--- src/rtl/mem_err_pkg.sv ---
package mem_err_pkg;
  localparam int DW    = 32;
  localparam int IW    = 3;
  localparam int NCLS  = 4;
  localparam int CODE_LO = 24;
  localparam int CODE_W  = 3;
  localparam logic [CODE_W-1:0] CODE_ILTO = 3'd2;
  localparam int WREN_BIT  = 20;
  localparam int FLAG_LO   = 28;
  localparam int INTER_BIT = 25;
  localparam int EN_LO     = 28;
  localparam logic [IW-1:0] IX_TMO  = 3'd0;
  localparam logic [IW-1:0] IX_CTL  = 3'd1;
  localparam logic [IW-1:0] IX_FLG  = 3'd2;
  localparam logic [IW-1:0] IX_ENA  = 3'd3;
  localparam logic [IW-1:0] IX_AIRQ = 3'd4;
  localparam logic [IW-1:0] IX_AFLT = 3'd5;
  // class order inside 4-bit vectors: [3] internal, [2] interlock, [1] soft, [0] hard
  typedef struct packed {
    logic rpt;
    logic rds;
    logic crd;
    logic frc;
  } flags_t;
endpackage

--- src/rtl/mem_err_sticky.sv ---
module mem_err_sticky #(
  parameter int W = 1
) (
  input  logic         clk,
  input  logic         rst_n,
  input  logic [W-1:0] set,
  input  logic [W-1:0] clr,
  output logic [W-1:0] q
);
  always_ff @(posedge clk or negedge rst_n) begin
    if (!rst_n) q <= '0;
    else        q <= (q & ~clr) | set;
  end

  p_set_wins_r8: assert property (@(posedge clk) disable iff (!rst_n)
    (|set) |=> ((q & $past(set)) == $past(set)));
  p_w1c_r6: assert property (@(posedge clk) disable iff (!rst_n)
    (|(clr & ~set)) |=> ((q & $past(clr & ~set)) == '0));
endmodule

--- src/rtl/mem_err_irq.sv ---
module mem_err_irq #(
  parameter int NC = 4
) (
  input  logic          clk,
  input  logic          rst_n,
  input  logic [NC-1:0] status,
  input  logic [NC-1:0] enable,
  input  logic [NC-1:0] new_evt,
  input  logic          ack,
  output logic          irq
);
  logic          armed_q;
  logic [NC-1:0] cause;
  logic          fresh;

  assign cause = status & enable;
  assign fresh = |(new_evt & enable);
  assign irq   = armed_q & (|cause);

  always_ff @(posedge clk or negedge rst_n) begin
    if (!rst_n)          armed_q <= 1'b1;
    else if (fresh)      armed_q <= 1'b1;
    else if (ack)        armed_q <= 1'b0;
    else if (~|cause)    armed_q <= 1'b1;
  end

  p_ack_drops_r10: assert property (@(posedge clk) disable iff (!rst_n)
    (ack && !fresh) |=> !irq);
  p_irq_needs_cause_r9: assert property (@(posedge clk) disable iff (!rst_n)
    irq |-> (|(status & enable)));
endmodule

--- src/rtl/mem_err_csr.sv ---
module mem_err_csr
  import mem_err_pkg::*;
(
  input  logic          clk,
  input  logic          rst_n,
  input  logic          bus_en,
  input  logic          bus_we,
  input  logic [IW-1:0] bus_idx,
  input  logic [DW-1:0] bus_wdata,
  output logic [DW-1:0] bus_rdata,
  output logic          rd_valid,
  input  logic          ev_soft,
  input  logic          ev_hard,
  input  logic          ev_force,
  input  logic          ev_ilto,
  input  logic          ev_tmo,
  input  logic [CODE_W-1:0] ev_tmo_code,
  input  logic          ev_inter,
  output logic          mem_irq,
  output logic          mem_fault,
  output logic          nmi_fault
);
  localparam int NWORD = 1 << IW;

  logic wr, rd;
  logic [CODE_W-1:0] code_q, code_clr;
  logic wren_q;
  logic [NCLS-1:0] en_q;
  flags_t flg_q, flg_set, flg_clr;
  logic [0:0] inter_q;
  logic [1:0] flt_q, flt_set, flt_clr;
  logic [NCLS-1:0] status, new_evt;
  logic [DW-1:0] word [NWORD];

  assign wr = bus_en & bus_we;
  assign rd = bus_en & ~bus_we;

  // timeout code: an event overwrites, otherwise per-bit write-one-to-clear
  assign code_clr = (wr && bus_idx == IX_TMO) ? bus_wdata[CODE_LO +: CODE_W] : '0;
  always_ff @(posedge clk or negedge rst_n) begin
    if (!rst_n)       code_q <= '0;
    else if (ev_ilto) code_q <= CODE_ILTO;
    else if (ev_tmo)  code_q <= ev_tmo_code;
    else              code_q <= code_q & ~code_clr;
  end

  // plain read/write control bits
  always_ff @(posedge clk or negedge rst_n) begin
    if (!rst_n) begin
      wren_q <= 1'b0;
      en_q   <= '0;
    end else if (wr) begin
      if (bus_idx == IX_CTL) wren_q <= bus_wdata[WREN_BIT];
      if (bus_idx == IX_ENA) en_q   <= bus_wdata[EN_LO +: NCLS];
    end
  end

  // error flags
  always_comb begin
    flg_set.rpt = ev_soft & flg_q.crd;
    flg_set.rds = ev_hard | ev_force;
    flg_set.crd = ev_soft;
    flg_set.frc = ev_force;
    flg_clr = (wr && bus_idx == IX_FLG) ? flags_t'(bus_wdata[FLAG_LO +: 4]) : '0;
  end

  mem_err_sticky #(.W(4)) u_flags (
    .clk(clk), .rst_n(rst_n), .set(flg_set), .clr(flg_clr), .q(flg_q));

  mem_err_sticky #(.W(1)) u_inter (
    .clk(clk), .rst_n(rst_n), .set(ev_inter),
    .clr((wr && bus_idx == IX_ENA) ? bus_wdata[INTER_BIT] : 1'b0),
    .q(inter_q));

  // fault latch: [1] fault, [0] non-maskable
  assign flt_set = {ev_hard | ev_force | ev_ilto | ev_inter, ev_force};
  assign flt_clr = (rd && bus_idx == IX_AFLT) ? 2'b11 : 2'b00;
  mem_err_sticky #(.W(2)) u_fault (
    .clk(clk), .rst_n(rst_n), .set(flt_set), .clr(flt_clr), .q(flt_q));
  assign mem_fault = flt_q[1];
  assign nmi_fault = flt_q[0];

  // interrupt
  assign status  = {inter_q[0], code_q == CODE_ILTO, flg_q.crd, flg_q.rds | flg_q.frc};
  assign new_evt = {ev_inter, ev_ilto | (ev_tmo && ev_tmo_code == CODE_ILTO),
                    ev_soft, ev_hard | ev_force};
  mem_err_irq #(.NC(NCLS)) u_irq (
    .clk(clk), .rst_n(rst_n), .status(status), .enable(en_q),
    .new_evt(new_evt), .ack(rd && bus_idx == IX_AIRQ), .irq(mem_irq));

  // read view
  always_comb begin
    for (int i = 0; i < NWORD; i++) word[i] = '0;
    word[IX_TMO][CODE_LO +: CODE_W] = code_q;
    word[IX_CTL][WREN_BIT]          = wren_q;
    word[IX_FLG][FLAG_LO +: 4]      = flg_q;
    word[IX_ENA][EN_LO +: NCLS]     = en_q;
    word[IX_ENA][INTER_BIT]         = inter_q[0];
  end

  always_ff @(posedge clk or negedge rst_n) begin
    if (!rst_n) begin
      bus_rdata <= '0;
      rd_valid  <= 1'b0;
    end else begin
      rd_valid <= rd;
      if (rd) bus_rdata <= word[bus_idx];
    end
  end

  p_rd_valid_r2: assert property (@(posedge clk) disable iff (!rst_n)
    rd |=> rd_valid);
  p_nmi_implies_fault_r11: assert property (@(posedge clk) disable iff (!rst_n)
    nmi_fault |-> mem_fault);
  p_ilto_code_r5: assert property (@(posedge clk) disable iff (!rst_n)
    ev_ilto |=> (code_q == CODE_ILTO));
endmodule

--- config.mk ---
export PLATFORM = sky130hd
export DESIGN_NAME = mem_err_csr
export DESIGN_NICKNAME = d
export VERILOG_FILES = /design/src/rtl/mem_err_pkg.sv /design/src/rtl/mem_err_sticky.sv /design/src/rtl/mem_err_irq.sv /design/src/rtl/mem_err_csr.sv
export SDC_FILE = /design/constraint.sdc
export NUM_CORES = 1
export LEC_CHECK = 0
export BUFFER_PORTS_ARGS = -buffer_cell sky130_fd_sc_hd__buf_4
export CAP_MARGIN = 20
export CORE_UTILIZATION = 33
export DETAILED_ROUTE_END_ITERATION = 8
export GPL_ROUTABILITY_DRIVEN = 0
export PLACE_DENSITY_LB_ADDON = 0.3
export SLEW_MARGIN = 0
export SYNTH_ARGS = -nofsm -noshare
export SYNTH_HDL_FRONTEND = slang
export SYNTH_SLANG_ARGS = --single-unit
--- constraint.sdc ---
create_clock -name clk -period 1 [get_ports clk]
set_clock_uncertainty 0.05 [all_clocks]
set_input_delay 0.15 -clock clk [delete_from_list [all_inputs] [get_ports clk]]
set_output_delay 0.15 -clock clk [all_outputs]
set_load 0.02 [all_outputs]
==> flow_metrics.env <==
export IMPL_seqPwrFrac_pct=45.8
export IMPL_cp_num_buf_inv=1
export IMPL_status="finished with violations"
export IMPL_drc_errors=0
export IMPL_r2r_setup_slack_ps=-120
export IMPL_grt_max_degree=26
export IMPL_synth_simple_area_share_pct=15.48
export IMPL_finalHoldViolCount=0
export IMPL_async_flop_share_pct=100.0
export IMPL_ant_nets=0
export IMPL_port_buffers=35
export IMPL_synth_compound_area_share_pct=14.01
export IMPL_power_frac_comb_pct=31.0
export IMPL_worstHoldStart="ev_ilto"
export IMPL_synth_area_um2=1358
export IMPL_dpl_worst_slack_ps=-200.5
export IMPL_synth_fa_ha_area_share_pct=0
export IMPL_p_switching_uw=760.4
export IMPL_setup_viol=11
export IMPL_total_power_mw=2.568
export IMPL_grt_pass1_vias=1094
export IMPL_drt_initial_drc_count=34
export IMPL_htreeDepth=1
export IMPL_nNetsFinal=244
export IMPL_synthesis_instances=128
export IMPL_synth_top_family_by_area="buffers and inverters"
export IMPL_cts_buffer_depth=2
export IMPL_crit_chain="nand4bb_4, a31oi_4, buf_6"
export IMPL_ys_flop_type="dfrtp_1"
export IMPL_synthXorXnorAreaFrac_pct=0
export IMPL_reg2reg_to="code_q[1]"
export IMPL_swShare_pct=29.61
export IMPL_required_ps=800
export IMPL_dp_hpwl_um=2559
export IMPL_clkSinkCount=25
export IMPL_period_share_pct=141.5
export IMPL_hold_depth=2
export IMPL_path_class="flop to output pin"
export IMPL_num_antenna_cells=0
export IMPL_insertion_delay_ps=270
export IMPL_arrival_ps=1210
export IMPL_ios=84
export IMPL_yosysWarnings=0
export IMPL_coreArea_um2=3799
export IMPL_cts_buffers=3
export IMPL_dieArea_um2=4375
export IMPL_layout_setup_ws_ps=-414.6
export IMPL_cts_tree="built"
export IMPL_post_route_min_period_ps=1415
export IMPL_ys_seq_area_share_pct=46.18
export IMPL_routed_via_density=4.749
export IMPL_initial_utilization_pct=35.74
export IMPL_hp_class="primary input to flop"
export IMPL_cts_clk_slew_worst_paths_ps=80
export IMPL_cp_slowest_cell="dfrtp_1"
export IMPL_cp_top_family="flip-flops"
export IMPL_overflow=0
export IMPL_drive_gt1_share_pct=46.67
export IMPL_synth_distinct_cells=38
export IMPL_maxCapViolations=0
export IMPL_cpPeakStageDelay_ps=380
export IMPL_synth_edf_count=0
export IMPL_grt_usage_pct=16.23
export IMPL_regToRegStartpoint="code_q[1]"
export IMPL_violations="setup timing"
export IMPL_routed_wirelength_um=3276
export IMPL_rows=22
export IMPL_power_frac_clock_pct=23.1
export IMPL_wire_per_inst_um=13.48
export IMPL_p_int_mw=1.808
export IMPL_layout_common_cells="buf_4 (48), conb_1 (24), dfrtp_1 (23), buf_6 (18), nand2_1 (12)"
export IMPL_r2r_worst_path_cells=5
export IMPL_ys_seq_elements=25
export IMPL_path_max_fanout=2
export IMPL_drv_slew=0
export IMPL_startpoint_type="flop"
export IMPL_grt_pass1_wl_um=5195
export IMPL_first_pass_iters=4
export IMPL_clock_fmax_mhz=706.9
export IMPL_worstSetupEndpointType="output pin"
export IMPL_power_density_nw_per_um2=1288
export IMPL_grt_setup_unrepaired="yes"
export IMPL_root_buffer="clkbuf_8"
export IMPL_vias=1154
export IMPL_die_h_um=66.14
export IMPL_ir_worst_vdd_v=0.0004300
export IMPL_syn_area_per_cell_um2=10.61
export IMPL_die_w_um=66.14
export IMPL_antenna_found_initial=0
export IMPL_synth_mux_area_share_pct=8.203
export IMPL_synthToLayoutAreaGrowth_pct=46.91
export IMPL_leakage_nw=0.9728
export IMPL_layout_commonest_cell="buf_4"
export IMPL_hold_path_end="code_q[2]"
## synthesized netlist by cell type, types with 2 or more instances
cell type  instances  area share, %
o21ai_0            6            2.2
buf_4             25             14
a21o_1             5            2.8
nand3b_1           6            3.3
nand3_1            3            1.1
nand4bb_1          2            1.7
dfrtp_1           24             44
and3_1             2           0.92
inv_1              5            1.4
nand2_1           12            3.3
a21oi_1            3            1.1
mux2i_1            4            2.9
mux2_4             4            4.4
a311o_1            2            1.5
a31oi_1            2           0.92
## power groups by stage
| stage | combinational (mW) | sequential, mW | clock [mW] |
|---|---|---|---|
| after floorplan | 0.408 | 1.21 | 0 |
| after global placement | 0.665 | 1.18 | 0 |
| after detailed placement | 0.676 | 1.19 | 0 |
| after CTS | 0.734 | 1.18 | 0.616 |
| after global routing | 0.856 | 1.19 | 0.668 |
| final | 0.797 | 1.18 | 0.594 |
## stage by stage
step / setup TNS (ps) / instances / util, % / hold slack, ps / instance area [um^2]
after floorplan: -172.1 / 151 / - / -195.6 / 1493
final: -895.0 / 243 / 52.50 / 13.09 / 1994
after CTS: -886.0 / 234 / 50.13 / 14.50 / 1904
after detailed placement: -2728 / 227 / 46.48 / 23.66 / 1765
after global routing: -1648 / 243 / 52.50 / 15.62 / 1994
after global placement: -2391 / 227 / 46.48 / 13.81 / 1765
## area by class of cell
cell class / instances / area (um^2)
fill: 353 / 1804
multi-input combinational: 94 / 669.4
sequential: 25 / 628.1
timing repair buffer: 67 / 573.1
tap: 48 / 60.06
clock buffer: 4 / 45.04
inverter: 5 / 18.77
## worst register-to-register path, stage by stage, from the launching register on
cell and delay (ps):
dfrtp_1 420, buf_6 130, buf_6 110, inv_2 30, a311oi_1 30, a211o_1 230
## per-layer routing
metal	routed length [um]	global-route usage, %	vias up	part of all wire [%]
li1	-	-	545	-
met1	1380	20.97	561	42
met2	1677	27.17	44	51
met3	175	2.414	4	5.3
met4	42	6.117	0	1.3
met5	0	0	-	0
## how the worst max path moves through the flow
stage               start      endpoint  cells after the start
5_1_grt         code_q[2]       mem_irq                      3
2_1_floorplan   code_q[0]       mem_irq                      2
4_1_cts         code_q[2]       mem_irq                      3
3_3_place_gp   bus_idx[2]  u_flags.q[3]                      5
3_5_place_dp   bus_idx[2]  u_flags.q[3]                      5
6_report        code_q[2]       mem_irq                      3
## cells by family (layout without fill, tap and decap cells)
group | after synthesis | count (layout)
other | 1 | 24
DFF | 25 | 25
buffers and inverters | 32 | 76
muxes | 9 | 9
and+or+nand+nor | 34 | 34
AOI/OAI and AO/OA | 27 | 27
## state kept, by name (all words and copies together), names as in the netlist
| name | cells |
|---|---|
| rd_valid | 1 |
| wren_q | 1 |
| u_fault.q | 2 |
| bus_rdata | 8 |
| u_flags.q | 4 |
| u_irq.armed_q | 1 |
| code_q | 3 |
| u_inter.q | 1 |
| en_q | 4 |
## repair_timing
item / in CTS / in global routing
gates resized for setup: 19 / 9
buffers inserted: 4 / 10
hold buffers: 1 / 0
hold endpoints to repair: 24 / 0
endpoints found under the setup margin: 18 / 21
pin swaps: 8 / 3
Power figures use the tool's default switching activity.
